### src/rtl/uart_flow_pkg.sv
package uart_flow_pkg;

    typedef enum logic {
        RTS_OFF = 1'b0,
        RTS_ON  = 1'b1
    } rts_state_e;

    typedef enum logic {
        TX_IDLE = 1'b0,
        TX_SEND = 1'b1
    } tx_state_e;

endpackage

### src/rtl/flow_cts_sync.sv
module flow_cts_sync #(
    parameter int STAGES = 2
) (
    input  logic clk,
    input  logic rst_n,
    input  logic din,
    output logic dout
);
    logic [STAGES-1:0] shreg;

    // Resets to the inactive (high) level so no edge is seen out of reset.
    always_ff @(posedge clk or negedge rst_n) begin
        if (!rst_n) shreg <= '1;
        else        shreg <= {shreg[STAGES-2:0], din};
    end

    assign dout = shreg[STAGES-1];
endmodule

### src/rtl/flow_rts_ctl.sv
module flow_rts_ctl
    import uart_flow_pkg::*;
#(
    parameter int LVL_W = 8
) (
    input  logic             clk,
    input  logic             rst_n,
    input  logic             auto_en,
    input  logic             sw_assert,
    input  logic [LVL_W-1:0] level,
    input  logic [LVL_W-1:0] hi_thr,
    input  logic [LVL_W-1:0] lo_thr,
    output logic             rts_n
);
    rts_state_e       state, nxt;
    logic [LVL_W-1:0] eff_lo;

    always_comb begin
        if (hi_thr == '0)          eff_lo = '0;
        else if (hi_thr <= lo_thr) eff_lo = hi_thr - 1'b1;
        else                       eff_lo = lo_thr;
    end

    always_comb begin
        nxt = state;
        if (!auto_en) begin
            nxt = sw_assert ? RTS_ON : RTS_OFF;
        end else begin
            unique case (state)
                RTS_ON:  if (level >= hi_thr) nxt = RTS_OFF;
                RTS_OFF: if ((level <= eff_lo) && (level < hi_thr)) nxt = RTS_ON;
                default: nxt = RTS_OFF;
            endcase
        end
    end

    always_ff @(posedge clk or negedge rst_n) begin
        if (!rst_n) state <= RTS_OFF;
        else        state <= nxt;
    end

    always_comb begin
        rts_n = (state == RTS_OFF);
    end


    rts_release_chk: assert property (@(posedge clk) disable iff (!rst_n)
        $rose(rts_n) && $past(auto_en) |-> $past(level) >= $past(hi_thr));


    rts_hyst_chk: assert property (@(posedge clk) disable iff (!rst_n)
        $fell(rts_n) && $past(auto_en) |-> $past(level) <= $past(eff_lo));
endmodule

### src/rtl/flow_tx_gate.sv
module flow_tx_gate
    import uart_flow_pkg::*;
(
    input  logic clk,
    input  logic rst_n,
    input  logic auto_en,
    input  logic cts_hi,
    input  logic char_pend,
    input  logic stop_done,
    output logic tx_ok
);
    tx_state_e state, nxt;

    always_comb begin
        nxt = state;
        unique case (state)
            TX_IDLE: if (char_pend && tx_ok) nxt = TX_SEND;
            TX_SEND: if (stop_done)          nxt = TX_IDLE;
            default: nxt = TX_IDLE;
        endcase
    end

    always_ff @(posedge clk or negedge rst_n) begin
        if (!rst_n) state <= TX_IDLE;
        else        state <= nxt;
    end

    always_comb begin
        tx_ok = !auto_en || ((state == TX_IDLE) && !cts_hi);
    end


    no_midchar_permit_chk: assert property (@(posedge clk) disable iff (!rst_n)
        auto_en && $past(char_pend && tx_ok && !stop_done) |-> !tx_ok);
endmodule

### src/rtl/uart_autoflow.sv
module uart_autoflow
    import uart_flow_pkg::*;
#(
    parameter int LVL_W       = 8,
    parameter int SYNC_STAGES = 2
) (
    input  logic             clk,
    input  logic             rst_n,
    input  logic [LVL_W-1:0] rx_level,
    input  logic [LVL_W-1:0] rts_hi_thr,
    input  logic [LVL_W-1:0] rts_lo_thr,
    input  logic [LVL_W-1:0] rx_trig_lvl,
    input  logic             auto_rts_en,
    input  logic             auto_cts_en,
    input  logic             sw_rts,
    input  logic             feat_unlock,
    input  logic             cts_ie_wr,
    input  logic             cts_ie_wdata,
    input  logic             isr_rd,
    input  logic             char_pend,
    input  logic             stop_done,
    input  logic             cts_n,
    output logic             rts_n,
    output logic             tx_start_ok,
    output logic             rx_rdy_irq,
    output logic             cts_chg_irq
);
    logic cts_s, cts_s_d, cts_ie, cts_rise, cts_set;

    flow_cts_sync #(.STAGES(SYNC_STAGES)) u_sync (
        .clk   (clk),
        .rst_n (rst_n),
        .din   (cts_n),
        .dout  (cts_s)
    );

    flow_rts_ctl #(.LVL_W(LVL_W)) u_rts (
        .clk       (clk),
        .rst_n     (rst_n),
        .auto_en   (auto_rts_en),
        .sw_assert (sw_rts),
        .level     (rx_level),
        .hi_thr    (rts_hi_thr),
        .lo_thr    (rts_lo_thr),
        .rts_n     (rts_n)
    );

    flow_tx_gate u_tx (
        .clk       (clk),
        .rst_n     (rst_n),
        .auto_en   (auto_cts_en),
        .cts_hi    (cts_s),
        .char_pend (char_pend),
        .stop_done (stop_done),
        .tx_ok     (tx_start_ok)
    );

    assign cts_rise = cts_s && !cts_s_d;
    assign cts_set  = auto_cts_en && cts_ie && cts_rise;

    always_ff @(posedge clk or negedge rst_n) begin
        if (!rst_n) begin
            cts_s_d     <= 1'b1;
            cts_ie      <= 1'b0;
            rx_rdy_irq  <= 1'b0;
            cts_chg_irq <= 1'b0;
        end else begin
            cts_s_d    <= cts_s;
            rx_rdy_irq <= (rx_level >= rx_trig_lvl);
            if (cts_ie_wr && feat_unlock) cts_ie <= cts_ie_wdata;
            if (cts_set)     cts_chg_irq <= 1'b1;
            else if (isr_rd) cts_chg_irq <= 1'b0;
        end
    end


    cts_hold_chk: assert property (@(posedge clk) disable iff (!rst_n)
        auto_cts_en && $past(cts_n, 2) |-> !tx_start_ok);


    ie_lock_chk: assert property (@(posedge clk) disable iff (!rst_n)
        cts_ie_wr && !feat_unlock |=> $stable(cts_ie));


    cts_irq_src_chk: assert property (@(posedge clk) disable iff (!rst_n)
        $rose(cts_chg_irq) |-> $past(auto_cts_en && cts_ie));


    isr_clear_chk: assert property (@(posedge clk) disable iff (!rst_n)
        isr_rd && !cts_set |=> !cts_chg_irq);
endmodule

### config.mk
export PLATFORM = sky130hd
export DESIGN_NAME = uart_autoflow
export DESIGN_NICKNAME = d
export VERILOG_FILES = /design/src/rtl/uart_flow_pkg.sv /design/src/rtl/flow_cts_sync.sv /design/src/rtl/flow_rts_ctl.sv /design/src/rtl/flow_tx_gate.sv /design/src/rtl/uart_autoflow.sv
export SDC_FILE = /design/constraint.sdc
export NUM_CORES = 1
export LEC_CHECK = 0
export BUFFER_PORTS_ARGS = -buffer_cell sky130_fd_sc_hd__buf_2
export CELL_PAD_IN_SITES_DETAIL_PLACEMENT = 2
export CELL_PAD_IN_SITES_GLOBAL_PLACEMENT = 2
export CORE_MARGIN = 2
export CORE_UTILIZATION = 28
export CTS_CLUSTER_SIZE = 24
export DETAILED_ROUTE_END_ITERATION = 8
export PLACE_DENSITY_LB_ADDON = 0.12
export SLEW_MARGIN = 20
export SYNTH_ARGS = -nofsm -noshare
export SYNTH_HDL_FRONTEND = slang
export SYNTH_SLANG_ARGS = --single-unit
### constraint.sdc
create_clock -name clk -period 1.7 [get_ports clk]
set_clock_uncertainty 0.2 [all_clocks]
set_input_delay 0.255 -clock clk [delete_from_list [all_inputs] [get_ports clk]]
set_output_delay 0.255 -clock clk [all_outputs]
set_load 0.1 [all_outputs]
==> metrics.md, run 1 <==
| Metric | Value |
|---|---|
| Outcome | `finished with violations` |
| Failing checks | `negative setup slack` |
| Fin crit share | `1.650` |
| # IOs | `48` |
| P&R area growth vs syn | `62.79%` |
| Mapped Nets | `234` |
| RR Endpoint | `u_rts.state$_DFF_PN0_` |
| Unrepaired setup endpoints after global routing | `true` |
| Hold Fails Final Rpt | `0` |
| Initial antenna violation count | `0` |
| Power per cell area | `540.5 mW/mm2` |
| DRC Markers | `0` |
| Cells after synthesis | `157` |
| Cell repeated most along the worst path | `ha_1` |
| Reg clk slew, reported paths | `50 ps` |
| Worst-margin pin slew | `484.3 ps` |
| Async set-reset flop share out of synthesis | `1.000` |
| CTS sink count | `8` |
| Minimum clock period | `2805 ps` |
| Maxcap violations | `0` |
| Ratio of cells with drive above 1 in the final layout | `0.4637` |
| Setup crit end | `u_rts.state$_DFF_PN0_` |
| Slew headroom | `0.6793` |
| Sequential-to-total area share from yosys stat | `0.1555` |
| Number of buffers and inverters on the critical path | `3` |
| Worst-path cell chain | `buf_2, inv_1, ha_1, nand4_1, buf_4, o21ai_4, a21oi_1, a311o_1, ha_1, and4_1, nor4bb_4, o41ai_2` |
| Slowest cell delay on critical path | `350 ps` |
| Synth cell types | `38` |
| Critical path launch point | `rts_lo_thr[3]` |
| WP data arrival | `2710 ps` |
| Most common cell in the synthesized netlist | `ha_1` |
| Critical Path Fanout Max | `5` |
| CTS root buf | `clkbuf_8` |
| Filler cell count | `511` |
| WL final | `5385 um` |
| Clock Tree Buf Depth | `2` |
| Delay-heaviest family, CP | `simple AND/OR/NAND/NOR gates` |
| Starting Density | `0.2950` |
| Slowest cell on the critical path | `nor4bb_4` |
| Crit path depth | `12` |
| Starting DRT DRC Count | `57` |
| Final setup vio count | `1` |
| Placement Setup Slack | `-1336 ps` |
| First-pass GRT wire length | `8638 um` |
| PortBufs | `47` |
| Post-DR vias/cell | `5.197` |
| DR vias | `1559` |
| Cts bufs inserted | `3` |
| Fin. max-slew vios | `0` |
| Avg Inst Size Synth | `8.352 um2` |
| Final std cells w/o fill | `300` |
| Leak | `1.091 nW` |
| Die H | `72.43 um` |
| Core area | `0.004444 mm2` |
| Number of synthesized flops with an enable pin | `0` |
| Antenna cells | `0` |
| Reg2Reg Depth | `5` |
| Post-synth top flop | `dfrtp_1` |
| Seq cells post-synth | `8` |
| Syn. warnings | `0` |
| Worst min-delay path class | `in -> reg` |
| Worst vdd ir | `0.2700 mV` |
| 1st-pass router iterations | `4` |
| Worst Path Required | `1600 ps` |
| FF-to-FF Start | `u_rts.state$_DFF_PN0_` |
| Grt ovf | `0` |
| Kind of critical path | `in -> reg` |
| Largest area contributor in the netlist | `ha_1` |
| Routed wire per std cell | `17.95 um` |
| Internal reg-to-reg setup slack | `0 ps` |
| Pin count of the biggest net entering global routing | `9` |
| Synth cell count leaders | `ha_1 (33), inv_1 (27), nand2_1 (12), nand3_1 (10), a21oi_1 (9)` |
| Cell Area, Synth | `0.001311 mm2` |
| Yosys top cell area share | `0.3149` |
| Clock latency on the worst-skew pair | `220 ps` |
| CTS tree | `yes` |
| Die area | `0.005246 mm2` |
| Cells after DPL | `291` |
| CTS H-tree depth | `1` |
| Nets | `326` |
| CP Launch Type | `input port` |
| Die X-Extent | `72.43 um` |
| Util after Layout | `0.4803` |
| Max Freq | `0.3565 GHz` |
| Vias in the first global route | `1833` |
| Routability cong. | `0.7909` |
| HPWL Detailed | `4383 um` |
| Total track usage | `0.2108` |
| Final worst slack | `-1105 ps` |
| Post-DRT Antenna Nets | `0` |
| FP Rows | `24` |
| Critical path capture point type | `flip-flop` |
| Synth top area cells | `ha_1 (31%), dfrtp_1 (9.5%), inv_1 (7.7%)` |
final cells by class:
type	count	area [um2]	area share
Multi-Input combinational cell	122	1139	0.5334
Timing Repair Buffer	87	573.1	0.2685
Clock buffer	4	45.04	0.02110
Tap cell	52	65.06	0.03048
Sequential cell	8	203.9	0.09555
Inverter	27	108.9	0.05100
how the worst min path moves through the flow:
stage	start	end	cells past startpoint
after floorplan	rst_n	cts_chg_irq$_DFFE_PN0P_	0
after global placement	rst_n	rx_rdy_irq$_DFF_PN0_	1
after detailed placement	rst_n	u_rts.state$_DFF_PN0_	1
after CTS	isr_rd	cts_chg_irq$_DFFE_PN0P_	2
after global routing	isr_rd	cts_chg_irq$_DFFE_PN0P_	2
final	isr_rd	cts_chg_irq$_DFFE_PN0P_	2
worst reg2reg max path: stages (launching register included):
cell and delay, ps:
dfrtp_1 380, nand2_1 60, a21oi_1 60, a2111oi_0 400
nor3_1 140, o41ai_2 340
power by group:
part	total (mW)	internal, mW	leakage [nW]	switching, mW
Clock	0.242	0.163	0.0228	0.0788
Combinational	0.688	0.305	0.974	0.383
Sequential	0.224	0.213	0.0938	0.0110
flip-flops by register name, indices dropped and copies added, names as in the netlist:
signal / count
cts_chg_irq: 1
cts_ie: 1
u_rts.state: 1
u_tx.state: 1
u_sync.shreg: 2
cts_s_d: 1
rx_rdy_irq: 1
stage by stage:
step / power, mW / area (um2) / TNS, ps / hold WS [ps]
6_report: 1.154 / 2135 / -1105 / 19.83
5_1_grt: 1.234 / 2135 / -1259 / 18.73
4_1_cts: 1.136 / 2101 / -979.8 / 15.89
3_5_place_dp: 0.8360 / 1947 / -1604 / -90.18
3_3_place_gp: 0.7895 / 1947 / -1318 / -103.2
2_1_floorplan: 0.5622 / 1354 / -933.4 / -240.6
cells in the final DEF (no fill, tap or decap), types with 2 or more instances in the layout:
cell,n
a21o_1,2
a21oi_1,8
and4_1,2
buf_12,2
buf_2,44
buf_4,39
clkbuf_8,3
dfrtp_1,5
dfstp_2,3
dlygate4sd3_1,2
ha_1,31
ha_4,2
inv_1,26
nand2_1,10
nand2_2,2
nand2b_1,2
nand3_1,9
nand4_1,4
nand4b_1,2
nor2_4,3
nor2b_1,2
nor3_1,2
o211ai_1,7
o21ai_0,4
o21ai_2,3
xnor2_1,5
cell families after synthesis:
kind of cell,Yosys count,share of synthesized area
AO/OA/AOI/OAI,37,0.1928
AND/OR/NAND/NOR,45,0.2099
flip-flops,8,0.1555
adder cells (fa/ha/maj),33,0.3149
XOR/XNOR,5,0.03340
multiplexers,2,0.01622
buffers and inverters,27,0.07729
routing by layer:
layer  global-route usage  part of all wire  up-vias  wire, um
li1                     -                 -      755         -
met1               0.2393              0.41      761      2210
met2               0.4322              0.56       39      2989
met3              0.01667             0.030        4       163
met4              0.02469            0.0041        0        22
met5                    0                 0        -         0
timing repair:
action / CTS / global route
hold buffers: 2 / 0
endpoints found under the setup margin: 2 / 2
endpoints found under the hold margin: 9 / 0
pin swaps: 4 / 1
resized for setup: 15 / 4
setup buffers: 3 / 0
cloned: 0 / 0
(Power assumes the default switching activity.)
==> inputs of run 2 (changes only) <==
--- a/config.mk
+++ b/config.mk
@@ -9,7 +9,7 @@
 export CELL_PAD_IN_SITES_DETAIL_PLACEMENT = 2
 export CELL_PAD_IN_SITES_GLOBAL_PLACEMENT = 2
 export CORE_MARGIN = 2
-export CORE_UTILIZATION = 28
+export CORE_UTILIZATION = 25
 export CTS_CLUSTER_SIZE = 24
 export DETAILED_ROUTE_END_ITERATION = 8
 export PLACE_DENSITY_LB_ADDON = 0.12
==> run 2 against run 1 <==
Against the previous run: the run still ends with negative setup slack left; die area increased by 11%; register-to-register slack got worse by 130 ps; critical path depth increased by 2; routed wire length decreased by 5.6%; power decreased by 1.5%; flip-flop and latch count unchanged; clock power decreased by 2%.
==> metrics.md, run 2 (synthesized netlist as in run 1, its figures left out) <==
| Metric | Value |
|---|---|
| Outcome | `finished with violations` |
| Failing checks | `negative setup slack` |
| Register with the most flip-flops | `u_sync.shreg` |
| Worst vdd ir | `0.3061 mV (+13%)` |
| Routability cong. | `0.8150 (+3.0%)` |
| Vias in the first global route | `1865 (+1.7%)` |
| Grt ovf | `0 (unchanged)` |
| Fin crit share | `1.610 (-0.04045)` |
| 1st-pass router iterations | `4 (unchanged)` |
| Worst-margin pin slew | `539.8 ps (+55.50 ps)` |
| Commonest non-fill, non-tap cell in the layout | `buf_2` |
| Cts bufs inserted | `3 (unchanged)` |
| Number of flip-flops in the largest register | `2 (unchanged)` |
| CTS sink count | `8 (unchanged)` |
| CTS tree | `yes` |
| Filler cell count | `601 (+18%)` |
| Nets | `327 (+0.31%)` |
| DR vias | `1544 (-0.96%)` |
| WL final | `5081 um (-5.6%)` |
| WP data arrival | `2640 ps (-70 ps)` |
| HPWL Detailed | `4432 um (+1.1%)` |
| FP Rows | `26 (+8.3%)` |
| Starting DRT DRC Count | `31 (-46%)` |
| Clock latency on the worst-skew pair | `230 ps (about the same)` |
| Post-DR vias/cell | `4.840 (-6.9%)` |
| CTS root buf | `clkbuf_8` |
| Final worst slack | `-1036 ps (+68.77 ps)` |
| DRC Markers | `0 (unchanged)` |
| Total track usage | `0.1786 (-0.03218)` |
| Fin. max-slew vios | `0 (unchanged)` |
| PortBufs | `47 (unchanged)` |
| Worst Path Required | `1600 ps (about the same)` |
| CTS H-tree depth | `1 (unchanged)` |
| First-pass GRT wire length | `8562 um (-0.88%)` |
| Clock Tree Buf Depth | `2 (unchanged)` |
| # IOs | `48 (unchanged)` |
| Worst min-delay path class | `in -> reg` |
| Initial antenna violation count | `0 (unchanged)` |
| Critical Path Fanout Max | `8 (+3)` |
| Final std cells w/o fill | `319 (+6.3%)` |
| Final setup vio count | `1 (unchanged)` |
| Ratio of cells with drive above 1 in the final layout | `0.4699 (+0.006170)` |
| Kind of critical path | `in -> reg` |
| Die area | `0.005840 mm2 (+11%)` |
| Power per cell area | `522.2 mW/mm2 (-3.4%)` |
| Critical path capture point type | `flip-flop` |
| Hold Fails Final Rpt | `0 (unchanged)` |
| Post-DRT Antenna Nets | `0 (unchanged)` |
| Routed wire per std cell | `15.93 um (-11%)` |
| Pwr Total | `1.136 mW (-1.5%)` |
| P&R area growth vs syn | `65.94%` |
| Most frequent cells in the layout | `buf_2 (44), buf_4 (40), ha_1 (29)` |
| Core area | `0.005075 mm2 (+14%)` |
| Unrepaired setup endpoints after global routing | `true` |
| Starting Density | `0.2584 (-0.03666)` |
| Slew headroom | `0.6308 (-0.04853)` |
| Pin count of the biggest net entering global routing | `9 (unchanged)` |
| Maxcap violations | `0 (unchanged)` |
| Max Freq | `0.3654 GHz (+2.5%)` |
| Util after Layout | `0.4287 (-0.05155)` |
| Cells after DPL | `309 (+6.2%)` |
| Die X-Extent | `76.42 um (+5.5%)` |
| Die H | `76.42 um (+5.5%)` |
| Reg clk slew, reported paths | `40 ps (about the same)` |
| Leak | `1.098 nW (+0.65%)` |
| CP Launch Type | `input port` |
| Minimum clock period | `2736 ps (-68.77 ps)` |
| Antenna cells | `0 (unchanged)` |
[run 2: changes by cell type in the layout (fill, tap and decap cells not counted), sizes merged]
| cell | change |
|---|---|
| buf | +1 |
[run 2: worst paths after layout]
check / cells after the start / from / end / slack (ps)
max: 14 / rts_lo_thr[1] / u_rts.state$_DFF_PN0_ / -1040
min: 2 / stop_done / u_tx.state$_DFF_PN0_ / 20
max reg2reg: 5 / u_rts.state$_DFF_PN0_ / u_rts.state$_DFF_PN0_ / -130
min reg2reg: 0 / u_sync.shreg[0]$_DFF_PN1_ / u_sync.shreg[1]$_DFF_PN1_ / 160
max in group asynchronous: 2 / rst_n / u_sync.shreg[0]$_DFF_PN1_ / 840
min in group asynchronous: 2 / rst_n / rx_rdy_irq$_DFF_PN0_ / 220
[run 2: area by class of cell]
cell class / instances / area, um2 / share of cell area
repair buffers: 88 / 580.6 / 0.2668
well taps: 70 / 87.58 / 0.04025
inverters: 27 / 108.9 / 0.05003
clock buffers: 4 / 45.04 / 0.02070
flip-flops and latches: 8 / 203.9 / 0.09373
multi-input cells: 122 / 1150 / 0.5285
[run 2: critical path, cell delays in order]
cell and delay [ps]:
buf_4 120, inv_8 30, ha_4 250, nor2b_4 130, o211ai_1 90, buf_4 160, a211o_4 380, nand3_1 90
o211ai_1 110, ha_1 340, nand2_2 90, o21ai_2 130, nor4bb_4 340, o41ai_2 90
[run 2: report_power, final]
group / switching, mW / internal, mW / total [mW] / leakage, nW
logic: 0.365 / 0.308 / 0.674 / 0.981
clock network: 0.0748 / 0.162 / 0.237 / 0.0228
registers: 0.0119 / 0.213 / 0.225 / 0.0938
total: 0.452 / 0.684 / 1.14 / 1.10
[run 2: repair_timing]
| item | in CTS | in global routing |
|---|---|---|
| gates resized for setup | 12 | 7 |
| cloned | 0 | 0 |
| hold buffers | 2 | 0 |
| endpoints found under the setup margin | 1 | 2 |
| hold endpoints to repair | 9 | 0 |
| buffers inserted | 1 | 3 |
| pin swaps | 7 | 8 |
[run 2: through the flow]
| stage | hold slack (ps) | setup WS, ps | instance area (um2) | TNS (ps) |
|---|---|---|---|---|
| 3_3_place_gp | -101.2 | -1185 | 1969 | -1303 |
| 4_1_cts | 12.93 | -1040 | 2118 | -1040 |
| 2_1_floorplan | -240.6 | -897.0 | 1354 | -933.4 |
| 6_report | 21.27 | -1036 | 2176 | -1036 |
| 5_1_grt | 19.16 | -1143 | 2176 | -1143 |
| 3_5_place_dp | -92.90 | -1408 | 1969 | -1563 |
[run 2: per-layer routing]
layer	vias up	track usage	routed length, um
li1	761	-	-
met1	745	0.2042	2104
met2	34	0.3566	2791
met3	4	0.02251	142
met4	0	0.02364	42
met5	-	0	0
